**src/rtl/hz_pkg.sv**
```systemverilog
package hz_pkg;

    typedef enum logic [1:0] {
        STALL_NONE = 2'd0,
        STALL_ONE  = 2'd1,
        STALL_TWO  = 2'd2
    } stall_e;

    typedef struct packed {
        logic load;
        logic store;
        logic mem;
    } iclass_t;

    // Remaining wait that the next instruction will see for a fresh result.
    function automatic logic [1:0] fresh_residual(input logic fwd, input iclass_t c);
        if (!fwd)                 return 2'd2;
        else if (c.mem && c.load) return 2'd2;
        else if (!c.mem)          return 2'd1;
        else                      return 2'd0;
    endfunction

    function automatic stall_e classify(input logic [2:0] sum);
        if (sum == 3'd0)      return STALL_NONE;
        else if (sum == 3'd1) return STALL_ONE;
        else                  return STALL_TWO;
    endfunction

endpackage

```
**src/rtl/hz_ready_table.sv**
```systemverilog
module hz_ready_table
    import hz_pkg::*;
#(
    parameter int NREG   = 32,
    parameter int RIDX_W = $clog2(NREG)
) (
    input  logic                     clk,
    input  logic                     rst,
    input  logic                     step,
    input  logic [NREG-1:0]          clr_mask,
    input  logic [1:0]               dst_vld,
    input  logic [2*RIDX_W-1:0]      dst_idx,
    input  logic [1:0]               set_val,
    output logic [NREG-1:0][1:0]     resid
);

    always_ff @(posedge clk) begin
        if (rst) begin
            resid <= '0;
        end else if (step) begin
            for (int r = 0; r < NREG; r++) begin
                logic hit;
                hit = 1'b0;
                for (int k = 0; k < 2; k++) begin
                    if (dst_vld[k] && dst_idx[k*RIDX_W +: RIDX_W] == RIDX_W'(r))
                        hit = 1'b1;
                end
                if (hit && set_val != 2'd0)
                    resid[r] <= set_val;
                else if (clr_mask[r])
                    resid[r] <= 2'd0;
                else if (resid[r] != 2'd0)
                    resid[r] <= resid[r] - 2'd1;
            end
        end
    end

    AST_TABLE_FROZEN: assert property (@(posedge clk) disable iff (rst)
        !step |=> $stable(resid));

endmodule

```
**src/rtl/hz_stall_eval.sv**
```systemverilog
module hz_stall_eval
    import hz_pkg::*;
#(
    parameter int NREG   = 32,
    parameter int NSRC   = 3,
    parameter int RIDX_W = $clog2(NREG)
) (
    input  logic [NREG-1:0][1:0]     resid,
    input  logic [NSRC-1:0]          src_vld,
    input  logic [NSRC*RIDX_W-1:0]   src_idx,
    input  logic                     skip_slot0,
    output stall_e                   cls,
    output logic [NREG-1:0]          clr_mask
);

    logic [NSRC-1:0]   eff;
    logic [NSRC-1:0]   dup;
    logic [RIDX_W-1:0] idx [NSRC];
    logic [2:0]        sum;

    always_comb begin
        for (int i = 0; i < NSRC; i++) begin
            idx[i] = src_idx[i*RIDX_W +: RIDX_W];
            eff[i] = src_vld[i] && !(i == 0 && skip_slot0);
        end
        for (int i = 0; i < NSRC; i++) begin
            dup[i] = 1'b0;
            for (int j = 0; j < i; j++) begin
                if (eff[j] && idx[j] == idx[i]) dup[i] = 1'b1;
            end
        end
        sum      = '0;
        clr_mask = '0;
        for (int i = 0; i < NSRC; i++) begin
            if (eff[i] && !dup[i] && resid[idx[i]] != 2'd0) begin
                sum           = sum + 3'(resid[idx[i]]);
                clr_mask[idx[i]] = 1'b1;
            end
        end
        cls = classify(sum);
    end

endmodule

```
**src/rtl/hz_tally.sv**
```systemverilog
module hz_tally
    import hz_pkg::*;
#(
    parameter int CNT_W = 32
) (
    input  logic             clk,
    input  logic             rst,
    input  logic             step,
    input  stall_e           cls,
    output logic             res_valid,
    output logic [1:0]       res_stall,
    output logic [CNT_W-1:0] insn_count,
    output logic [CNT_W-1:0] one_cyc_count,
    output logic [CNT_W-1:0] two_cyc_count,
    output logic [CNT_W-1:0] raw_total
);

    always_ff @(posedge clk) begin
        if (rst) begin
            res_valid     <= 1'b0;
            res_stall     <= 2'd0;
            insn_count    <= '0;
            one_cyc_count <= '0;
            two_cyc_count <= '0;
            raw_total     <= '0;
        end else begin
            res_valid <= step;
            res_stall <= step ? cls : STALL_NONE;
            if (step) begin
                insn_count <= insn_count + 1'b1;
                if (cls == STALL_ONE) one_cyc_count <= one_cyc_count + 1'b1;
                if (cls == STALL_TWO) two_cyc_count <= two_cyc_count + 1'b1;
                if (cls != STALL_NONE) raw_total <= raw_total + 1'b1;
            end
        end
    end

    AST_TOTAL_SUM: assert property (@(posedge clk) disable iff (rst)
        raw_total == one_cyc_count + two_cyc_count);
    AST_COUNT_STEP: assert property (@(posedge clk) disable iff (rst)
        step |=> insn_count == $past(insn_count) + 1'b1);
    AST_COUNT_IDLE: assert property (@(posedge clk) disable iff (rst)
        !step |=> $stable(insn_count) && $stable(one_cyc_count) && $stable(two_cyc_count));
    AST_ONE_BUMP: assert property (@(posedge clk) disable iff (rst)
        (step && cls == STALL_ONE) |=> one_cyc_count == $past(one_cyc_count) + 1'b1
                                       && $stable(two_cyc_count));
    AST_TWO_BUMP: assert property (@(posedge clk) disable iff (rst)
        (step && cls == STALL_TWO) |=> two_cyc_count == $past(two_cyc_count) + 1'b1
                                       && $stable(one_cyc_count));
    AST_RES_IDLE: assert property (@(posedge clk) disable iff (rst)
        !step |=> !res_valid && res_stall == 2'd0);

endmodule

```
**src/rtl/hz_raw_scoreboard.sv**
```systemverilog
module hz_raw_scoreboard
    import hz_pkg::*;
#(
    parameter int NREG   = 32,
    parameter int CNT_W  = 32,
    localparam int RIDX_W = $clog2(NREG),
    localparam int NSRC   = 3,
    localparam int NDST   = 2
) (
    input  logic                     clk,
    input  logic                     rst,
    input  logic                     in_valid,
    input  logic                     fwd_en,
    input  logic [NSRC-1:0]          src_vld,
    input  logic [NSRC*RIDX_W-1:0]   src_idx,
    input  logic [NDST-1:0]          dst_vld,
    input  logic [NDST*RIDX_W-1:0]   dst_idx,
    input  logic                     is_load,
    input  logic                     is_store,
    input  logic                     is_mem,
    output logic                     res_valid,
    output logic [1:0]               res_stall,
    output logic [CNT_W-1:0]         insn_count,
    output logic [CNT_W-1:0]         one_cyc_count,
    output logic [CNT_W-1:0]         two_cyc_count,
    output logic [CNT_W-1:0]         raw_total
);

    iclass_t              iclass;
    logic [NREG-1:0][1:0] resid;
    logic [NREG-1:0]      clr_mask;
    stall_e               cls;
    logic                 skip_slot0;
    logic [1:0]           set_val;

    assign iclass     = '{load: is_load, store: is_store, mem: is_mem};
    assign skip_slot0 = fwd_en && is_mem && is_store;
    assign set_val    = fresh_residual(fwd_en, iclass);

    hz_stall_eval #(.NREG(NREG), .NSRC(NSRC), .RIDX_W(RIDX_W)) u_eval (
        .resid      (resid),
        .src_vld    (src_vld),
        .src_idx    (src_idx),
        .skip_slot0 (skip_slot0),
        .cls        (cls),
        .clr_mask   (clr_mask)
    );

    hz_ready_table #(.NREG(NREG), .RIDX_W(RIDX_W)) u_table (
        .clk      (clk),
        .rst      (rst),
        .step     (in_valid),
        .clr_mask (clr_mask),
        .dst_vld  (dst_vld),
        .dst_idx  (dst_idx),
        .set_val  (set_val),
        .resid    (resid)
    );

    hz_tally #(.CNT_W(CNT_W)) u_tally (
        .clk           (clk),
        .rst           (rst),
        .step          (in_valid),
        .cls           (cls),
        .res_valid     (res_valid),
        .res_stall     (res_stall),
        .insn_count    (insn_count),
        .one_cyc_count (one_cyc_count),
        .two_cyc_count (two_cyc_count),
        .raw_total     (raw_total)
    );

    AST_FIRST_CLEAN: assert property (@(posedge clk) disable iff (rst)
        ($past(rst) && in_valid) |=> res_stall == 2'd0);
    AST_STORE_SKIP: assert property (@(posedge clk) disable iff (rst)
        (in_valid && skip_slot0 && src_vld == 3'b001) |=> res_stall == 2'd0);
    AST_STALL_CODE: assert property (@(posedge clk) disable iff (rst)
        res_stall != 2'd3);

endmodule

```
**config.mk**
```make
export PLATFORM = sky130hd
export DESIGN_NAME = hz_raw_scoreboard
export DESIGN_NICKNAME = d
export VERILOG_FILES = /design/src/rtl/hz_pkg.sv /design/src/rtl/hz_ready_table.sv /design/src/rtl/hz_stall_eval.sv /design/src/rtl/hz_tally.sv /design/src/rtl/hz_raw_scoreboard.sv
export SDC_FILE = /design/constraint.sdc
export NUM_CORES = 1
export LEC_CHECK = 0
export ABC_AREA = 0
export BUFFER_PORTS_ARGS = -buffer_cell sky130_fd_sc_hd__clkbuf_2
export CAP_MARGIN = 5
export CORE_ASPECT_RATIO = 1.5
export CORE_UTILIZATION = 40
export CTS_CLUSTER_DIAMETER = 150
export DETAILED_ROUTE_END_ITERATION = 7
export MAX_ROUTING_LAYER = met4
export PLACE_DENSITY = 0.69
export SYNTH_ARGS = -nofsm -noshare
export SYNTH_HDL_FRONTEND = slang
export SYNTH_SLANG_ARGS = --single-unit
```
**constraint.sdc**
```tcl
create_clock -name clk -period 5.4 [get_ports clk]
set_input_delay 0.81 -clock clk [delete_from_list [all_inputs] [get_ports clk]]
set_output_delay 0.81 -clock clk [all_outputs]
set_load 0.02 [all_outputs]
```
==> flow_metrics.env, run 1 <==
export IMPL_hp_class="flop to flop"
export IMPL_fmax_mhz=196
export IMPL_clock_latency_ns=0.47
export IMPL_grtUsageTotal=0.302
export IMPL_max_cap_violations=0
export IMPL_synth_seq_cells=195
export IMPL_rsz0062_at_grt="false"
export IMPL_run_status="finished clean"
export IMPL_required_ns=5.76
export IMPL_m1WireLength_um=18900
export IMPL_routed_wl_um=51800
export IMPL_ys_warnings_count=0
export IMPL_final_common_cell="dfxtp_1"
export IMPL_power_density_nw_per_um2=240
export IMPL_met3_length_um=3880
export IMPL_cts_max_level=4
export IMPL_finalCritPeriodShare=0.947
export IMPL_path_clk_slew_ns=0.08
export IMPL_syn_nets=1824
export IMPL_path_max_fanout=35
export IMPL_postPlaceCellArea_um2=15400
export IMPL_fin_worst_skew_ns=0.0138
export IMPL_timing_hold_ws_ns=0.487
export IMPL_first_global_vias=14139
export IMPL_power_leakage_nw=5.62
export IMPL_async_reset_ff_frac=0
export IMPL_setup_violations=0
export IMPL_pre_cts_slack_ns=-0.268
export IMPL_route_detailed_drc=0
export IMPL_seq_area_frac_synth=0.283
export IMPL_ys_flop_type="dfxtp_1"
export IMPL_synth_edff_count=0
export IMPL_critPathSlowestCell="mux4_2"
export IMPL_final_area_um2=16000
export IMPL_nNetsFinal=1974
export IMPL_die_h_um=229
export IMPL_cts_hold_fix_buffers=0
export IMPL_netlist_area_um2=13800
export IMPL_cts_root_buf="clkbuf_16"
export IMPL_highest_layer="met4"
export IMPL_hold_viol_final=0
export IMPL_critical_path_class="input port to flop"
export IMPL_grt_antenna_before_repair=1
export IMPL_mostFrequentLayoutCells="195 x dfxtp_1, 165 x clkbuf_2, 152 x nor2_1"
export IMPL_cts_sinks=195
export IMPL_setup_ws_ns=0.286
export IMPL_tightest_slew_ns=1.18
export IMPL_cts_path_max_buffers=2
export IMPL_viasPerCell=6.34
export IMPL_vias=14780
export IMPL_fp_dieW_um=154
export IMPL_grt_pass1_wl_um=80000
export IMPL_ios=168
export IMPL_synthToLayoutAreaGrowth_pct=15.7
export IMPL_arrival_ns=5.47
export IMPL_ant_nets=0
export IMPL_dp_cells=2298
export IMPL_cts_resized=0
export IMPL_synth_cells=1747
export IMPL_final_min_clock_period_ns=5.11
export IMPL_gp_congestion=1.10
export IMPL_rows=82
export IMPL_start_util=0.410
export IMPL_critPathMaxStageDelay_ns=0.51
export IMPL_dr_pass1_iters=5
export IMPL_drv_slew=0
export IMPL_wl_per_cell_um=22.2
export IMPL_syn_avg_cell_area_um2=7.90
export IMPL_cts_made_buffers=17
export IMPL_cts_tree="yes"
export IMPL_fin_cells=2331
export IMPL_grt_overflow_total=0
export IMPL_io_buffers=167
export IMPL_wl_met2_um=24800
export IMPL_postCtsSetupBuffers=0
export IMPL_die_area_um2=35200
export IMPL_max_slew_margin_rel=0.211
export IMPL_path_cells="clkbuf_4, buf_4, mux4_2, mux4_2, mux2i_4, nor2_1, ha_1, fa_1, mux2_2, fa_1, inv_1, o2111ai_1, o22ai_1, buf_4, o2111ai_4, buf_12, nor4_1, mux2_1"
export IMPL_cp_end_kind="flop"
export IMPL_dr_first_iter_drc_count=1030
export IMPL_drive_gt1_frac=0.178
export IMPL_hpwl_um=38300
export IMPL_worstSetupStartpointType="input port"
export IMPL_synth_distinct_cells=81
export IMPL_ir_drop_v=0.000164
export IMPL_grt_max_degree=91
export IMPL_core_region_area_um2=33700
==> final timing paths <==
kind,from,depth (start not counted),endpoint,slack [ns]
worst max-delay path,src_idx[0],18,u_tally.one_cyc_count[31],0.29
worst min-delay path,u_tally.two_cyc_count[31],2,u_tally.two_cyc_count[31],0.49
worst max register to register,u_table.resid[52],16,u_tally.one_cyc_count[31],0.53
worst min register to register,u_tally.two_cyc_count[31],2,u_tally.two_cyc_count[31],0.49
==> cell families (layout without fill, tap and decap cells) <==
family / Yosys count / in the layout / share of synthesized area
other cells: 0 / 1 / 0
mux: 82 / 82 / 0.0815
simple gates: 606 / 606 / 0.228
buf+inv: 231 / 394 / 0.0689
fa+ha+maj: 40 / 40 / 0.0374
compound gates: 532 / 532 / 0.262
xor+xnor: 61 / 61 / 0.0387
flops: 195 / 195 / 0.283
==> worst max-delay path: cells and delay by family <==
kind	cells	cell delay, ns
muxes	5	1.66
AOI/OAI and AO/OA	3	0.51
and+or+nand+nor	2	0.40
adders and majority gates	3	1.18
buffers and inverters	5	0.89
==> synthesized netlist by cell type, types with 6 or more instances <==
cell type	number	area [µm²]
dfxtp_1	195	3900
nor2_1	152	571
a21oi_1	145	726
inv_1	115	432
nand2_1	112	420
o21ai_0	107	536
clkbuf_1	73	274
nand3_1	65	325
mux2i_1	56	561
o31ai_1	55	413
or4_1	54	405
o22ai_1	44	275
nor3_1	41	205
ha_1	38	475
xor2_1	32	280
or3_1	30	188
nor4_1	29	181
xnor2_1	29	254
buf_2	27	135
mux4_2	23	518
nand2b_1	22	138
a21o_1	20	150
a221oi_1	20	175
and3_1	20	125
nand4_1	19	119
o22a_1	17	149
nor2b_1	16	100
a311o_1	15	150
o21a_1	15	113
a311oi_1	14	123
o221a_2	13	146
o221ai_1	13	114
nand3b_1	9	67.6
o2111ai_1	8	70.1
or2_2	8	50.1
and4_1	6	52.6
==> per-stage QoR <==
| step | utilization | power [mW] | setup TNS [ns] |
|---|---|---|---|
| detailed placement | 0.456 | 2.51 | -13.33 |
| global route | 0.474 | 4.00 | 0 |
| finish | 0.474 | 3.83 | 0 |
| floorplan | - | 2.17 | 0 |
| global placement | 0.456 | 2.49 | -10.99 |
| CTS | 0.474 | 3.84 | 0 |
==> flip-flops by register name, indices dropped and copies added (netlist names) <==
signal,flops
u_tally.one_cyc_count,32
u_tally.insn_count,32
u_tally.raw_total,32
u_tally.two_cyc_count,32
u_tally.res_valid,1
u_table.resid,64
u_tally.res_stall,2
==> area by class of cell <==
class | count | area, µm²
diodes | 1 | 2.50
clock buffers | 17 | 425
repair buffers | 246 | 1540
well taps | 420 | 526
fillers | 3298 | 17700
multi-input cells | 1321 | 8950
inverters | 116 | 435
flip-flops and latches | 195 | 3900
clock inverters | 15 | 180
==> power breakdown <==
group	internal, mW	switching (mW)	total (mW)
Combinational	0.365	0.549	0.914
Clock	0.630	0.698	1.33
Sequential	1.50	0.0960	1.59
==> routing by layer <==
metal  up-vias  global-route usage
met3       204              0.0615
li1       6856                   -
met5         -                   -
met4         0               0.237
met1      7062               0.318
met2       658               0.492
Note: power is estimated with default switching activity, not from simulation.
==> inputs of run 2 (changes only) <==
Settings changed: RECOVER_POWER set to 25.
==> flow_metrics.env, run 2 (synthesis gave the netlist of run 1 again) <==
export IMPL_run_status="finished clean"
export IMPL_arrival_ns=5.50
export IMPL_power_density_nw_per_um2=241
export IMPL_dr_pass1_iters=5
export IMPL_cts_root_buf="clkbuf_16"
export IMPL_gp_congestion=1.10
export IMPL_nNetsFinal=1974
export IMPL_postCtsSetupBuffers=0
export IMPL_fmax_mhz=196
export IMPL_hpwl_um=38300
export IMPL_grt_antenna_before_repair=1
export IMPL_dr_first_iter_drc_count=989
export IMPL_grt_pass1_wl_um=80000
export IMPL_ios=168
export IMPL_drv_slew=0
export IMPL_critPathSlowestCell="fa_1"
export IMPL_vias=14828
export IMPL_routed_wl_um=51800
export IMPL_path_cells="clkbuf_4, buf_4, mux4_2, mux4_2, mux2i_4, nor2_1, ha_1, fa_1, mux2_2, fa_1, nor2_1, o211ai_1, o32ai_4, buf_4, a2bb2oi_4, buf_12, or4_1, a21oi_1"
export IMPL_core_region_area_um2=33700
export IMPL_setup_violations=0
export IMPL_cts_max_level=4
export IMPL_drive_gt1_frac=0.136
export IMPL_viasPerCell=6.36
export IMPL_timing_hold_ws_ns=0.487
export IMPL_clock_latency_ns=0.47
export IMPL_hp_class="flop to flop"
export IMPL_max_cap_violations=0
export IMPL_critical_path_class="input port to flop"
export IMPL_final_common_cell="dfxtp_1"
export IMPL_io_buffers=167
export IMPL_power_leakage_nw=5.34
export IMPL_max_slew_margin_rel=0.201
export IMPL_rows=82
export IMPL_mostFrequentLayoutCells="195 x dfxtp_1, 152 x nor2_1, 145 x a21oi_1"
export IMPL_first_global_vias=14139
export IMPL_worstSetupStartpointType="input port"
export IMPL_grt_overflow_total=0
export IMPL_fin_cells=2331
export IMPL_wl_per_cell_um=22.2
export IMPL_grtUsageTotal=0.302
export IMPL_cp_end_kind="flop"
export IMPL_fin_worst_skew_ns=0.0142
export IMPL_hold_viol_final=0
export IMPL_cts_path_max_buffers=2
export IMPL_grt_max_degree=91
export IMPL_cts_made_buffers=17
export IMPL_die_h_um=229
export IMPL_cts_tree="yes"
export IMPL_tightest_slew_ns=1.20
export IMPL_required_ns=5.80
export IMPL_final_min_clock_period_ns=5.10
export IMPL_finalCritPeriodShare=0.944
export IMPL_synthToLayoutAreaGrowth_pct=15.0
export IMPL_ant_nets=0
export IMPL_ir_drop_v=0.000164
export IMPL_cts_resized=0
export IMPL_route_detailed_drc=0
export IMPL_largest_register_ffs=64
export IMPL_rsz0062_at_grt="false"
export IMPL_start_util=0.410
export IMPL_critPathBufInv=4
export IMPL_dp_cells=2298
export IMPL_path_max_fanout=26
export IMPL_cpLargestDelayFamily="multiplexers"
export IMPL_cts_sinks=195
export IMPL_regMostFlops="u_table.resid"
export IMPL_die_area_um2=35200
export IMPL_final_core_util=0.471
export IMPL_fillers=3361
export IMPL_fp_dieW_um=154
export IMPL_path_clk_slew_ns=0.09
export IMPL_critPathMaxStageDelay_ns=0.53
export IMPL_cts_hold_fix_buffers=0
run 2: cell counts in the layout (fill, tap and decap cells not counted):
Identical to the previous run, type by type.
run 2: power by group:
part | switching [mW] | total, mW | internal [mW]
combinational | 0.550 | 0.913 | 0.364
clock | 0.695 | 1.33 | 0.630
sequential | 0.0957 | 1.59 | 1.50
total | 1.34 | 3.83 | 2.49
run 2: layout make-up:
type | count | area (µm²) | area share
tap | 420 | 526 | 0.0331
timing repair buffer | 246 | 1440 | 0.0906
multi-input combinational | 1321 | 8950 | 0.564
sequential | 195 | 3900 | 0.246
clock inverter | 15 | 180 | 0.0114
clock buffer | 17 | 425 | 0.0268
antenna | 1 | 2.50 | 0.000158
inverter | 116 | 435 | 0.0274
run 2: final timing paths:
kind | start | end | slack, ns | depth (start not counted)
hold / removal | u_tally.raw_total[31] | u_tally.raw_total[31] | 0.49 | 2
hold reg to reg | u_tally.raw_total[31] | u_tally.raw_total[31] | 0.49 | 2
setup / recovery | src_idx[0] | u_tally.raw_total[15] | 0.30 | 18
setup reg to reg | u_table.resid[52] | u_tally.raw_total[15] | 0.54 | 16
run 2: per-stage QoR:
stage / TNS [ns] / setup WS (ns) / power (mW) / instance area (µm²)
after floorplan: 0 / 0.160 / 2.17 / 13800
after global placement: -10.99 / -0.218 / 2.49 / 15400
after detailed placement: -13.33 / -0.268 / 2.51 / 15400
after CTS: 0 / 0.198 / 3.84 / 16000
after global routing: 0 / 0.0611 / 3.99 / 15900
final: 0 / 0.302 / 3.83 / 15900
run 2: layer usage:
metal	part of all wire	global-route usage	routed length (µm)	up-vias
li1	-	-	-	6856
met1	0.36	0.318	18900	7081
met2	0.48	0.492	24900	683
met3	0.075	0.0615	3890	208
met4	0.080	0.237	4120	0
met5	0	-	0	-
run 2: worst reg2reg max path: stages (launching register included):
cell       delay (ns)
dfxtp_1          0.42
mux4_2           0.51
mux4_2           0.49
mux2i_4          0.17
nor2_1           0.08
ha_1             0.24
fa_1             0.46
mux2_2           0.29
fa_1             0.53
nor2_1           0.05
o211ai_1         0.13
o32ai_4          0.18
buf_4            0.19
a2bb2oi_4        0.19
buf_12           0.19
or4_1            0.51
a21oi_1          0.16
